`src/rtl/brk_pkg.sv`:
```
package brk_pkg;
  typedef enum logic [2:0] {
    ST_IDLE,
    ST_DATA,
    ST_PAR,
    ST_STOP,
    ST_BRK
  } rx_st_e;
endpackage

```
`src/rtl/brk_framer.sv`:
```
module brk_framer #(
  parameter int DW = 8,
  localparam int LW = $clog2(DW)
) (
  input  logic          clk,
  input  logic          rst_n,
  input  logic          bit_vld,
  input  logic          bit_val,
  input  logic [LW-1:0] cfg_len,
  input  logic          cfg_par_en,
  input  logic          cfg_stop2,
  output logic          frm_vld,
  output logic [DW-1:0] frm_data,
  output logic          frm_perr,
  output logic          frm_ferr,
  output logic          brk_set,
  output logic          brk_clr,
  output logic          brk_active
);
  import brk_pkg::*;

  rx_st_e        st;
  logic [LW-1:0] cnt;
  logic [DW-1:0] shreg;
  logic          par_acc;
  logic          seen_one;
  logic          stop_bad;
  logic          stop_idx;

  assign brk_active = (st == ST_BRK);

  always_ff @(posedge clk) begin
    if (!rst_n) begin
      st       <= ST_IDLE;
      cnt      <= '0;
      shreg    <= '0;
      par_acc  <= 1'b0;
      seen_one <= 1'b0;
      stop_bad <= 1'b0;
      stop_idx <= 1'b0;
      frm_vld  <= 1'b0;
      frm_data <= '0;
      frm_perr <= 1'b0;
      frm_ferr <= 1'b0;
      brk_set  <= 1'b0;
      brk_clr  <= 1'b0;
    end else begin
      frm_vld <= 1'b0;
      brk_set <= 1'b0;
      brk_clr <= 1'b0;
      if (bit_vld) begin
        case (st)
          ST_IDLE: begin
            if (!bit_val) begin
              st       <= ST_DATA;
              cnt      <= '0;
              shreg    <= '0;
              par_acc  <= 1'b0;
              seen_one <= 1'b0;
              stop_bad <= 1'b0;
              stop_idx <= 1'b0;
            end
          end
          ST_DATA: begin
            shreg[cnt] <= bit_val;
            par_acc    <= par_acc ^ bit_val;
            seen_one   <= seen_one | bit_val;
            if (cnt == cfg_len) st <= cfg_par_en ? ST_PAR : ST_STOP;
            else                cnt <= cnt + 1'b1;
          end
          ST_PAR: begin
            par_acc  <= par_acc ^ bit_val;
            seen_one <= seen_one | bit_val;
            st       <= ST_STOP;
          end
          ST_STOP: begin
            if (cfg_stop2 && !stop_idx) begin
              stop_idx <= 1'b1;
              stop_bad <= stop_bad | !bit_val;
              seen_one <= seen_one | bit_val;
            end else if (!seen_one && !bit_val) begin
              st      <= ST_BRK;
              brk_set <= 1'b1;
            end else begin
              st       <= ST_IDLE;
              frm_vld  <= 1'b1;
              frm_data <= shreg;
              frm_perr <= cfg_par_en & par_acc;
              frm_ferr <= stop_bad | !bit_val;
            end
          end
          ST_BRK: begin
            if (bit_val) begin
              st      <= ST_IDLE;
              brk_clr <= 1'b1;
            end
          end
          default: st <= ST_IDLE;
        endcase
      end
    end
  end

  p_brk_after_zero_r5: assert property (@(posedge clk) disable iff (!rst_n)
    $rose(brk_active) |-> $past(bit_vld && !bit_val));

  p_brk_end_on_one_r8: assert property (@(posedge clk) disable iff (!rst_n)
    $fell(brk_active) |-> $past(bit_vld && bit_val));

  p_quiet_in_brk_r7: assert property (@(posedge clk) disable iff (!rst_n)
    brk_active |=> (!frm_vld && !brk_set));
endmodule

```
`src/rtl/brk_char_hold.sv`:
```
module brk_char_hold #(
  parameter int DW = 8
) (
  input  logic          clk,
  input  logic          rst_n,
  input  logic          frm_vld,
  input  logic [DW-1:0] frm_data,
  input  logic          frm_perr,
  input  logic          frm_ferr,
  output logic          out_vld,
  input  logic          out_rdy,
  output logic [DW-1:0] out_data,
  output logic          out_perr,
  output logic          out_ferr
);
  logic take;
  assign take = frm_vld && (!out_vld || out_rdy);

  always_ff @(posedge clk) begin
    if (!rst_n) begin
      out_vld  <= 1'b0;
      out_data <= '0;
      out_perr <= 1'b0;
      out_ferr <= 1'b0;
    end else if (take) begin
      out_vld  <= 1'b1;
      out_data <= frm_data;
      out_perr <= frm_perr;
      out_ferr <= frm_ferr;
    end else if (out_rdy) begin
      out_vld <= 1'b0;
    end
  end

  p_hold_stable_r9: assert property (@(posedge clk) disable iff (!rst_n)
    (out_vld && !out_rdy) |=> (out_vld && $stable(out_data) && $stable(out_perr) && $stable(out_ferr)));
endmodule

```
`src/rtl/brk_irq_gate.sv`:
```
module brk_irq_gate (
  input  logic clk,
  input  logic rst_n,
  input  logic brk_set,
  input  logic brk_clr,
  input  logic brk_irq_en,
  input  logic brkt_irq_en,
  output logic brk_irq,
  output logic brkt_irq
);
  always_ff @(posedge clk) begin
    if (!rst_n) begin
      brk_irq  <= 1'b0;
      brkt_irq <= 1'b0;
    end else begin
      brk_irq  <= brk_set & brk_irq_en;
      brkt_irq <= brk_clr & brkt_irq_en;
    end
  end

  p_brk_irq_en_r6: assert property (@(posedge clk) disable iff (!rst_n)
    brk_irq |-> $past(brk_irq_en));

  p_brk_irq_pulse_r6: assert property (@(posedge clk) disable iff (!rst_n)
    brk_irq |=> !brk_irq);

  p_brkt_irq_en_r8: assert property (@(posedge clk) disable iff (!rst_n)
    brkt_irq |-> $past(brkt_irq_en));

  p_brkt_irq_pulse_r8: assert property (@(posedge clk) disable iff (!rst_n)
    brkt_irq |=> !brkt_irq);
endmodule

```
`src/rtl/brk_det.sv`:
```
module brk_det #(
  parameter int DW = 8,
  localparam int LW = $clog2(DW)
) (
  input  logic          clk,
  input  logic          rst_n,
  input  logic          bit_vld,
  input  logic          bit_val,
  input  logic [LW-1:0] cfg_len,
  input  logic          cfg_par_en,
  input  logic          cfg_stop2,
  input  logic          brk_irq_en,
  input  logic          brkt_irq_en,
  output logic          out_vld,
  input  logic          out_rdy,
  output logic [DW-1:0] out_data,
  output logic          out_perr,
  output logic          out_ferr,
  output logic          brk_active,
  output logic          brk_irq,
  output logic          brkt_irq
);
  logic          frm_vld;
  logic [DW-1:0] frm_data;
  logic          frm_perr;
  logic          frm_ferr;
  logic          brk_set;
  logic          brk_clr;

  brk_framer #(.DW(DW)) u_framer (
    .clk(clk), .rst_n(rst_n), .bit_vld(bit_vld), .bit_val(bit_val),
    .cfg_len(cfg_len), .cfg_par_en(cfg_par_en), .cfg_stop2(cfg_stop2),
    .frm_vld(frm_vld), .frm_data(frm_data), .frm_perr(frm_perr),
    .frm_ferr(frm_ferr), .brk_set(brk_set), .brk_clr(brk_clr),
    .brk_active(brk_active)
  );

  brk_char_hold #(.DW(DW)) u_hold (
    .clk(clk), .rst_n(rst_n), .frm_vld(frm_vld), .frm_data(frm_data),
    .frm_perr(frm_perr), .frm_ferr(frm_ferr), .out_vld(out_vld),
    .out_rdy(out_rdy), .out_data(out_data), .out_perr(out_perr),
    .out_ferr(out_ferr)
  );

  brk_irq_gate u_irq (
    .clk(clk), .rst_n(rst_n), .brk_set(brk_set), .brk_clr(brk_clr),
    .brk_irq_en(brk_irq_en), .brkt_irq_en(brkt_irq_en),
    .brk_irq(brk_irq), .brkt_irq(brkt_irq)
  );
endmodule

```
`config.mk`:
```
export PLATFORM = sky130hd
export DESIGN_NAME = brk_det
export DESIGN_NICKNAME = d
export VERILOG_FILES = /design/src/rtl/brk_pkg.sv /design/src/rtl/brk_framer.sv /design/src/rtl/brk_char_hold.sv /design/src/rtl/brk_irq_gate.sv /design/src/rtl/brk_det.sv
export SDC_FILE = /design/constraint.sdc
export NUM_CORES = 1
export LEC_CHECK = 0
export BUFFER_PORTS_ARGS = -buffer_cell sky130_fd_sc_hd__buf_2
export CORE_UTILIZATION = 50
export DETAILED_ROUTE_END_ITERATION = 7
export PLACE_DENSITY_LB_ADDON = 0.12
export SYNTH_ARGS = -nofsm -noshare
export SYNTH_HDL_FRONTEND = slang
export SYNTH_SLANG_ARGS = --single-unit
```
`constraint.sdc`:
```
create_clock -name clk -period 1.37 [get_ports clk]
set_input_delay 0.137 -clock clk [delete_from_list [all_inputs] [get_ports clk]]
set_output_delay 0.137 -clock clk [all_outputs]
set_load 0.1 [all_outputs]
```
## After elaboration in Yosys (flattened, before gate mapping)

Cells that the tools add are included.

| storage, ports and cells | value |
|---|---|
| output and inout bits | 14 |
| flip-flop bits (word level) | 44 |
| word-level logic and storage cells | 97 |
| input port bits | 12 |

| cells by class | value |
|---|---|
| bitwise gates (word level) | 11 |
| magnitude comparators | 2 |
| add/subtract/negate cells | 1 |
| reduce and logical (&&, ||, !) cells | 25 |
| eq/ne operators | 11 |
| mux-type cells | 28 |

Operators with widths:

| kind | count |
|---|---|
| 3-bit two-way mux | 7 |
| 8-bit case mux with 2 select lines | 1 |
| 4-bit AND reduction | 4 |
| 3-bit case mux with 5 select lines | 1 |
| 1-bit two-way mux | 11 |
| 3-bit AND reduction | 3 |
| 8-bit bitwise mux | 1 |
| 8-bit two-way mux | 1 |
| 2-bit inequality test (second input constant) | 4 |
| 2-bit nonzero test | 4 |
| 3-bit by 2-bit == test with 1-bit output (second input constant) | 2 |
| 1-bit case mux with 2 select lines | 3 |
| 3-bit case mux with 2 select lines | 1 |
| 1-bit inverter | 5 |
| 5-bit AND reduction | 1 |
| 1-bit logical AND | 4 |
| 1-bit logical NOT | 4 |
| 3-bit by 4-bit less-than comparator with 1-bit output (second input constant) | 1 |
| 2-bit by 1-bit inequality test with 1-bit output (second input constant) | 2 |
| 4-bit OR reduction | 1 |
| 3-bit by 1-bit adder with 3-bit output (second input constant) | 1 |
| 1-bit bitwise AND | 3 |
| 1-bit demux with 3-bit select | 1 |
| 3-bit by 1-bit == test with 1-bit output (second input constant) | 1 |
| other kinds (10) | 11 |

## Depth between registers and ports, before layout

Gate-level depths: netlist of the first run.

| depth | value |
|---|---|
| depth after elaboration | 6 |
| mapped depth | 6 |
| mapped depth without buffers | 4 |

## Cells and area by module

A second synthesis of the first run with hierarchy kept.

| unflattened totals | value |
|---|---|
| cell total of the unflattened synthesis | 221 |
| area total of the unflattened synthesis | 1988.2 sq um |

Modules (own cells, without submodules):

| module | cells each | sequential area each (sq um) | area each (sq um) | instances |
|---|---|---|---|---|
| brk_framer | 170 | 620.6 | 1488.9 | 1 |
| brk_char_hold | 47 | 220.2 | 446.7 | 1 |
| brk_irq_gate | 4 | 40.0 | 52.6 | 1 |

## Worst setup path after synthesis of the first run

No wires, ideal clock.

| timing path | value |
|---|---|
| path type | register to register |
| start | register u_hold.out_vld |
| end | register u_hold.out_data[4] |
| stages on the path, launching flop included | 6 |
| setup time | 0.128 ns |
| required time | 1.242 ns |
| buffers on the path | 1 |
| clock period less this slack | 2.053 ns |
| setup slack | -0.683 ns |
| data arrival time | 1.925 ns |
| cells stage by stage | dfxtp_1 inv_1 o21ai_0 buf_1 mux2i_1 nor2_1 |

| between the ends | value |
|---|---|
| cells in the longest elaborated chain, start to end | 3 |

Ends and longest elaborated chain:

| item | RTL line | text |
|---|---|---|
| start: declaration | brk_char_hold.sv:10 | `output logic out_vld,` |
| start signal: assignment | brk_char_hold.sv:21 | `out_vld <= 1'b0;` |
| start signal: assignment | brk_char_hold.sv:26 | `out_vld <= 1'b1;` |
| start signal: assignment | brk_char_hold.sv:31 | `out_vld <= 1'b0;` |
| 1-bit logical NOT | brk_char_hold.sv:17 | `assign take = frm_vld && (!out_vld \|\| out_rdy);` |
| 1-bit logical OR | brk_char_hold.sv:17 |  |
| 1-bit logical AND | brk_char_hold.sv:17 |  |
| end signal: assignment | brk_char_hold.sv:27 | `out_data <= frm_data;` |
| end: declaration | brk_char_hold.sv:12 | `output logic [DW-1:0] out_data,` |

No other way between the ends.
A chain may end at the register's enable or synchronous reset.

## Worst setup path in the final report of the first run

| timing path | value |
|---|---|
| start | register u_framer.st[0] |
| end | register u_framer.cnt[0] |

| between the ends | value |
|---|---|
| cells in the longest elaborated chain, start to end | 3 |
| elaborated cells on any way between the ends | 7 |
| classes of those cells | 3 x eq/ne; 1 x mux; 3 x reduce/logical |

Ends and longest elaborated chain:

| item | RTL line | text |
|---|---|---|
| start: declaration | brk_framer.sv:22 | `rx_st_e st;` |
| start signal: assignment | brk_framer.sv:68 | `if (cnt == cfg_len) st <= cfg_par_en ? ST_PAR : ST_STOP;` |
| 3-bit by 1-bit == test with 1-bit output / 3-bit logical NOT (equally long branches) | brk_framer.sv:52 | `case (st)` |
| 2-bit inequality test (no source line) / 2-bit nonzero test (equally long branches) | n/a |  |
| 4-bit AND reduction (no source line) | n/a |  |
| end signal: assignment | brk_framer.sv:69 | `else cnt <= cnt + 1'b1;` |
| end: declaration | brk_framer.sv:23 | `logic [LW-1:0] cnt;` |

Several ways; a longest one is shown, not always the timed one.

==> flow_summary.json, run 1 <==
{
  "whs_path_depth": 2,
  "worst_clock_skew_ns": 0.005606,
  "vias_per_cell": 5.310,
  "finalSetupViolations": 20,
  "dieWidth_um": 63.94,
  "diodes": 0,
  "top_layer": "met4",
  "syn_area_sq_mm": 0.001918,
  "hold_ws_ns": 0.06954,
  "clk_latency_ns": 0.29,
  "grt_overflow_total": 0,
  "period_needed_ns": 1.504,
  "ys_warn_count": 0,
  "irDropWorstVdd_mv": 0.6102,
  "first_global_vias": 1500,
  "holdCritStartpoint": "brkt_irq_en",
  "vias": 1678,
  "yosysTopAreaCell": "dfxtp_1",
  "worstHoldEndpoint": "u_irq.brkt_irq",
  "relSlewSlack_pct": 67.88,
  "p_switching_mw": 0.6466,
  "cts_root_buf": "clkbuf_8",
  "worst-endpoint-arrival_ns": 1.74,
  "synth_edf_count": 0,
  "wl_met1_um": 2021,
  "initial_core_util_pct": 52.39,
  "period_share_pct": 109.8,
  "clockBufferDepth": 2,
  "ys_ff_latch": 44,
  "nNetsFinal": 280,
  "p_clk_share_pct": 33.1,
  "dp_hpwl_um": 2813,
  "endpoint_kind": "flop",
  "rows": 22,
  "wl_um": 4137,
  "synthDistinctLibCells": 41,
  "rsz0062_at_grt": "true",
  "p_leak_nw": 1.122,
  "fmax_mhz": 665.0,
  "drc": 0,
  "rrSetupSlack_ns": -0.13,
  "crit_type": "flop to flop",
  "cts.clk_slew.worst_paths_ns": 0.08,
  "drive_gt1_share_pct": 33.58,
  "utilization_pct": 68.08,
  "synth.top_cells.by_count": "dfxtp_1, nor2_1, a21oi_1, mux2i_1, o21ai_0",
  "synth_fp_nets": 236,
  "cp_max_fo": 5,
  "synth.avg_cell_area_sq_um": 8.601,
  "r2r_cells": 3,
  "die_h_um": 63.94,
  "grt_max_degree": 32,
  "h-tree-depth": 2,
  "port_buffers": 25,
  "die-area_sq_mm": 0.004088,
  "r2r-end": "u_framer.cnt[0]",
  "grt_pass1_wl_um": 6768,
  "ant_nets": 0,
  "cts_buffers": 5,
  "netlist.area_leader.share_pct": 45.92,
  "violations": "negative setup slack",
  "num_io_pins": 26,
  "first_pass_iters": 4,
  "antenna_found_initial": 0,
  "dr_wl_met2_um": 1948,
  "timing.max_cap.violations": 0,
  "grt.total_usage_pct": 21.20,
  "p_int_mw": 1.867,
  "hp-class": "input port to flop",
  "first_iter_violations": 87,
  "worstMarginPinSlew_ns": 0.4852,
  "wl_met3_um": 120,
  "cts_tree": "yes",
  "worstSetupStartpointType": "flop",
  "hold_violations": 0,
  "outcome": "finished, violations left",
  "ys.flop_type": "dfxtp_1",
  "syn_to_final_growth_pct": 29.94,
  "cts_num_sinks": 44,
  "regToRegStartpoint": "u_framer.st[0]",
  "fin_ws_ns": -0.1337,
  "combPwrFrac_pct": 14.8,
  "yosys.cell_count.top_type": "dfxtp_1",
  "postSynthCellCount": 223,
  "worstPathRequired_ns": 1.61,
  "p_per_area_mw_per_mm2": 1009,
  "ys_async_sr_fraction_pct": 0,
  "seq_area_frac_synth_pct": 45.92,
  "routabilityCongestion": 0.8608,
  "wl_per_cell_um": 13.09,
  "slew_violations": 0,
  "seq_power_share_pct": 52.1,
  "core_sq_mm": 0.003661,
  "synth_area_leaders": "dfxtp_1, mux2i_1, a21oi_1, nor2_1, o21ai_0",
  "netSwitchingFraction_pct": 25.72
}
## repair_timing
action / in CTS / in global routing
pin swaps: 10 / 5
setup endpoints to repair: 28 / 29
endpoints found under the hold margin: 0 / 0
hold buffers: 0 / 0
setup buffers: 3 / 0
resized for setup: 16 / 14
## cell type report
type,instances,area (sq um)
flip-flops and latches,44,890.9
well taps,48,60.06
multi-input cells,155,1052
inverters,9,37.54
repair buffers,52,359.1
clock inverters,2,10.01
fillers,311,1169
clock buffers,6,82.58
## routing by layer
metal / vias up / track usage (%)
met3: 7 / 6.071
met5: - / 0
met1: 783 / 27.52
met2: 21 / 33.64
li1: 867 / -
met4: 0 / 6.818
## cells in the final DEF, fill, tap and decap left out, types with 3 or more instances in the layout
master    count
xor2_1        3
a31oi_1       3
o21ai_0      10
a21oi_2       4
o21ai_1       5
buf_2        24
nand2_1      11
nand3_1       5
buf_4        25
nor2_1       28
nand4_1       4
nor3_1        4
dfxtp_1      40
inv_1         7
clkbuf_8      6
mux2i_1      19
a21oi_1      19
## how the worst max path moves through the flow
stage,to,start,slack [ns]
6_report,u_framer.cnt[0],u_framer.st[0],-0.13
5_1_grt,u_framer.cnt[0],u_framer.st[0],-0.17
4_1_cts,u_framer.cnt[0],u_framer.st[2],-0.13
3_5_place_dp,u_framer.cnt[0],u_framer.st[0],-0.15
3_3_place_gp,u_framer.cnt[0],u_framer.st[0],-0.15
2_1_floorplan,u_framer.cnt[0],u_framer.st[0],-0.05
## power by group through the flow
stage	clock (mW)	sequential (mW)	combinational, mW
final	0.831	1.31	0.372
after global routing	0.900	1.31	0.405
after CTS	0.845	1.31	0.337
after detailed placement	0	1.34	0.303
after global placement	0	1.34	0.302
after floorplan	0	1.34	0.190
## critical path, cell delays in order (launching register included)
cell and delay (ns):
dfxtp_4 0.38, or3b_4 0.42, or4_4 0.53, a21oi_2 0.11
## registers in the layout (all words and copies together), names as in the netlist
signal / flops
u_framer.frm_data: 8
u_framer.shreg: 8
u_hold.out_data: 8
u_framer.cnt: 3
u_framer.st: 3
u_framer.brk_clr: 1
u_framer.brk_set: 1
u_framer.frm_ferr: 1
u_framer.frm_perr: 1
u_framer.frm_vld: 1
u_framer.par_acc: 1
u_framer.seen_one: 1
u_framer.stop_bad: 1
u_framer.stop_idx: 1
u_hold.out_ferr: 1
u_hold.out_perr: 1
u_hold.out_vld: 1
u_irq.brk_irq: 1
u_irq.brkt_irq: 1
## stage by stage
step                      worst slack, ns  total power, mW   TNS, ns  cell area (sq um)  std cells
after detailed placement          -0.1488            1.641    -1.834               2273        305
after CTS                         -0.1267            2.491   -0.8449               2432        316
after global routing              -0.1742            2.619    -2.760               2492        316
after floorplan                  -0.04978            1.525  -0.04978               1954        223
final                             -0.1337            2.514    -1.150               2492        316
after global placement            -0.1527            1.640    -1.273               2273        305
## logic make-up (layout without fill, tap and decap cells)
group,count (synthesis),in the layout,synth area share [%]
and+or+nand+nor,82,82,22.37
AOI/OAI and AO/OA,48,48,13.76
DFF,44,44,45.92
buffers and inverters,24,69,5.088
muxes,19,19,9.915
xor gates and xnor gates,5,5,2.284
adders and majority gates,1,1,0.6522
No activity file was read; power rests on OpenSTA's default activity.
==> inputs of run 2 (changes only) <==
HOLD_SLACK_MARGIN = 0.1   (was unset)
SETUP_SLACK_MARGIN = 0.15   (was unset)
==> flow_summary.json, run 2 (same netlist as run 1, synthesis figures left out) <==
{
  "outcome": "finished, violations left",
  "violations": "negative setup slack",
  "routabilityCongestion": 0.8178,
  "clk_latency_ns": 0.29,
  "slew_violations": 0,
  "clockBufferDepth": 2,
  "first_global_vias": 1547,
  "ant_nets": 0,
  "relSlewSlack_pct": 67.71,
  "wl_per_cell_um": 14.10,
  "worst-endpoint-arrival_ns": 1.78,
  "seq_power_share_pct": 47.9,
  "worstPathRequired_ns": 1.60,
  "hp-class": "input port to flop",
  "p_switching_mw": 0.6695,
  "die-area_sq_mm": 0.004088,
  "first_pass_iters": 4,
  "grt.total_usage_pct": 21.95,
  "cts_num_sinks": 44,
  "worst_clock_skew_ns": 0.004760,
  "crit_type": "flop to flop",
  "timing.max_cap.violations": 0,
  "antenna_found_initial": 0,
  "dieWidth_um": 63.94,
  "drc": 0,
  "worstSetupStartpointType": "flop",
  "p_leak_nw": 1.177,
  "finalSetupViolations": 23,
  "cts_root_buf": "clkbuf_8",
  "worstMarginPinSlew_ns": 0.4877,
  "grt_overflow_total": 0,
  "rows": 22,
  "fin_area_sq_mm": 0.002706,
  "vias_per_cell": 5.425,
  "nNetsFinal": 285,
  "reg_top3": "u_framer.frm_data: 8 flops, u_framer.shreg: 8 flops, u_hold.out_data: 8 flops",
  "final_cell_mix": "dfxtp_1, nor2_1, buf_4",
  "p_int_mw": 2.062,
  "placed_area_sq_mm": 0.002333,
  "diodes": 0,
  "cts_buffers": 5,
  "period_share_pct": 112.8,
  "period_needed_ns": 1.546,
  "cts.clk_slew.worst_paths_ns": 0.08,
  "cp_max_fo": 4,
  "syn_to_final_growth_pct": 41.10,
  "p_clk_share_pct": 36.5,
  "grt_max_degree": 32,
  "irDropWorstVdd_mv": 0.6887,
  "hold_violations": 0,
  "p_per_area_mw_per_mm2": 1009,
  "num_io_pins": 26,
  "combPwrFrac_pct": 15.5,
  "fmax_mhz": 646.8,
  "layout_commonest_cell": "dfxtp_1",
  "port_buffers": 25,
  "fin_ws_ns": -0.1760,
  "initial_core_util_pct": 52.39,
  "cts_tree": "yes",
  "vias": 1736,
  "die_h_um": 63.94,
  "first_iter_violations": 73,
  "drive_gt1_share_pct": 43.01,
  "dp_hpwl_um": 2966,
  "core_sq_mm": 0.003661,
  "netSwitchingFraction_pct": 24.51,
  "grt_pass1_wl_um": 6962,
  "wl_um": 4513,
  "hold_ws_ns": 0.1738,
  "rsz0062_at_grt": "true",
  "endpoint_kind": "flop",
  "h-tree-depth": 2,
  "dp_slack_ns": -0.1344
}
[run 2: cell types whose count changed in the layout (fill, tap and decap cells not counted), moves of 3 or more]
cell and delta:
dfxtp_2 +8, dfxtp_1 -9, a21oi_2 +3, clkbuf_16 +3
a21oi_1 -4, o21ai_0 -3
[run 2: power by group through the flow]
stage	combinational, mW	sequential [mW]	clock [mW]
3_3_place_gp	0.316	1.34	0
6_report	0.424	1.31	0.998
4_1_cts	0.353	1.31	1.02
2_1_floorplan	0.213	1.34	0
3_5_place_dp	0.319	1.34	0
5_1_grt	0.458	1.31	1.08
[run 2: path summary, 6_finish.rpt]
check        cells after the start           endpoint              from  slack (ns)
max                              4    u_framer.cnt[0]    u_framer.st[2]       -0.18
min                              3  u_framer.frm_ferr             rst_n        0.17
max reg2reg                      4    u_framer.cnt[0]    u_framer.st[2]       -0.18
min reg2reg                      1     u_irq.brkt_irq  u_framer.brk_clr        0.47
[run 2: per-layer routing]
metal	track usage (%)	vias to the layer above	wire [um]	share of wire [%]
met2	36.17	29	2245	50
met3	4.464	10	121	2.7
met1	28.49	818	2068	46
li1	-	879	-	-
met4	7.102	0	78	1.7
met5	0	-	0	0
[run 2: worst max-delay path, stage by stage, from the launching register on]
cell	delay, ns
dfxtp_2	0.34
nand2b_4	0.14
or3_4	0.39
or4_4	0.50
a21oi_2	0.12
[run 2: timing repair]
item,4_1_cts,5_1_grt
setup buffers,0,4
hold buffers,2,0
hold endpoints to repair,2,0
gates cloned,0,1
pin swaps,4,24
resized for setup,13,40
setup endpoints to repair,31,33
[run 2: area by class of cell]
| cell class | instances | area (sq um) |
|---|---|---|
| Multi-Input combinational cell | 155 | 1145 |
| Fill cell | 273 | 954.7 |
| Sequential cell | 44 | 904.6 |
| Timing Repair Buffer | 57 | 440.4 |
| Clock buffer | 7 | 118.9 |
| Tap cell | 48 | 60.06 |
| Inverter | 9 | 37.54 |
[run 2: per-stage QoR]
| stage | util (%) | instances | power (mW) | TNS [ns] |
|---|---|---|---|---|
| finish | 73.92 | 320 | 2.731 | -1.091 |
| global route | 73.92 | 320 | 2.851 | -2.301 |
| CTS | 68.46 | 315 | 2.679 | -0.8484 |
| detailed placement | 63.74 | 306 | 1.656 | -1.359 |
| global placement | 63.74 | 306 | 1.652 | -1.020 |
| floorplan | - | 223 | 1.550 | -0.04498 |
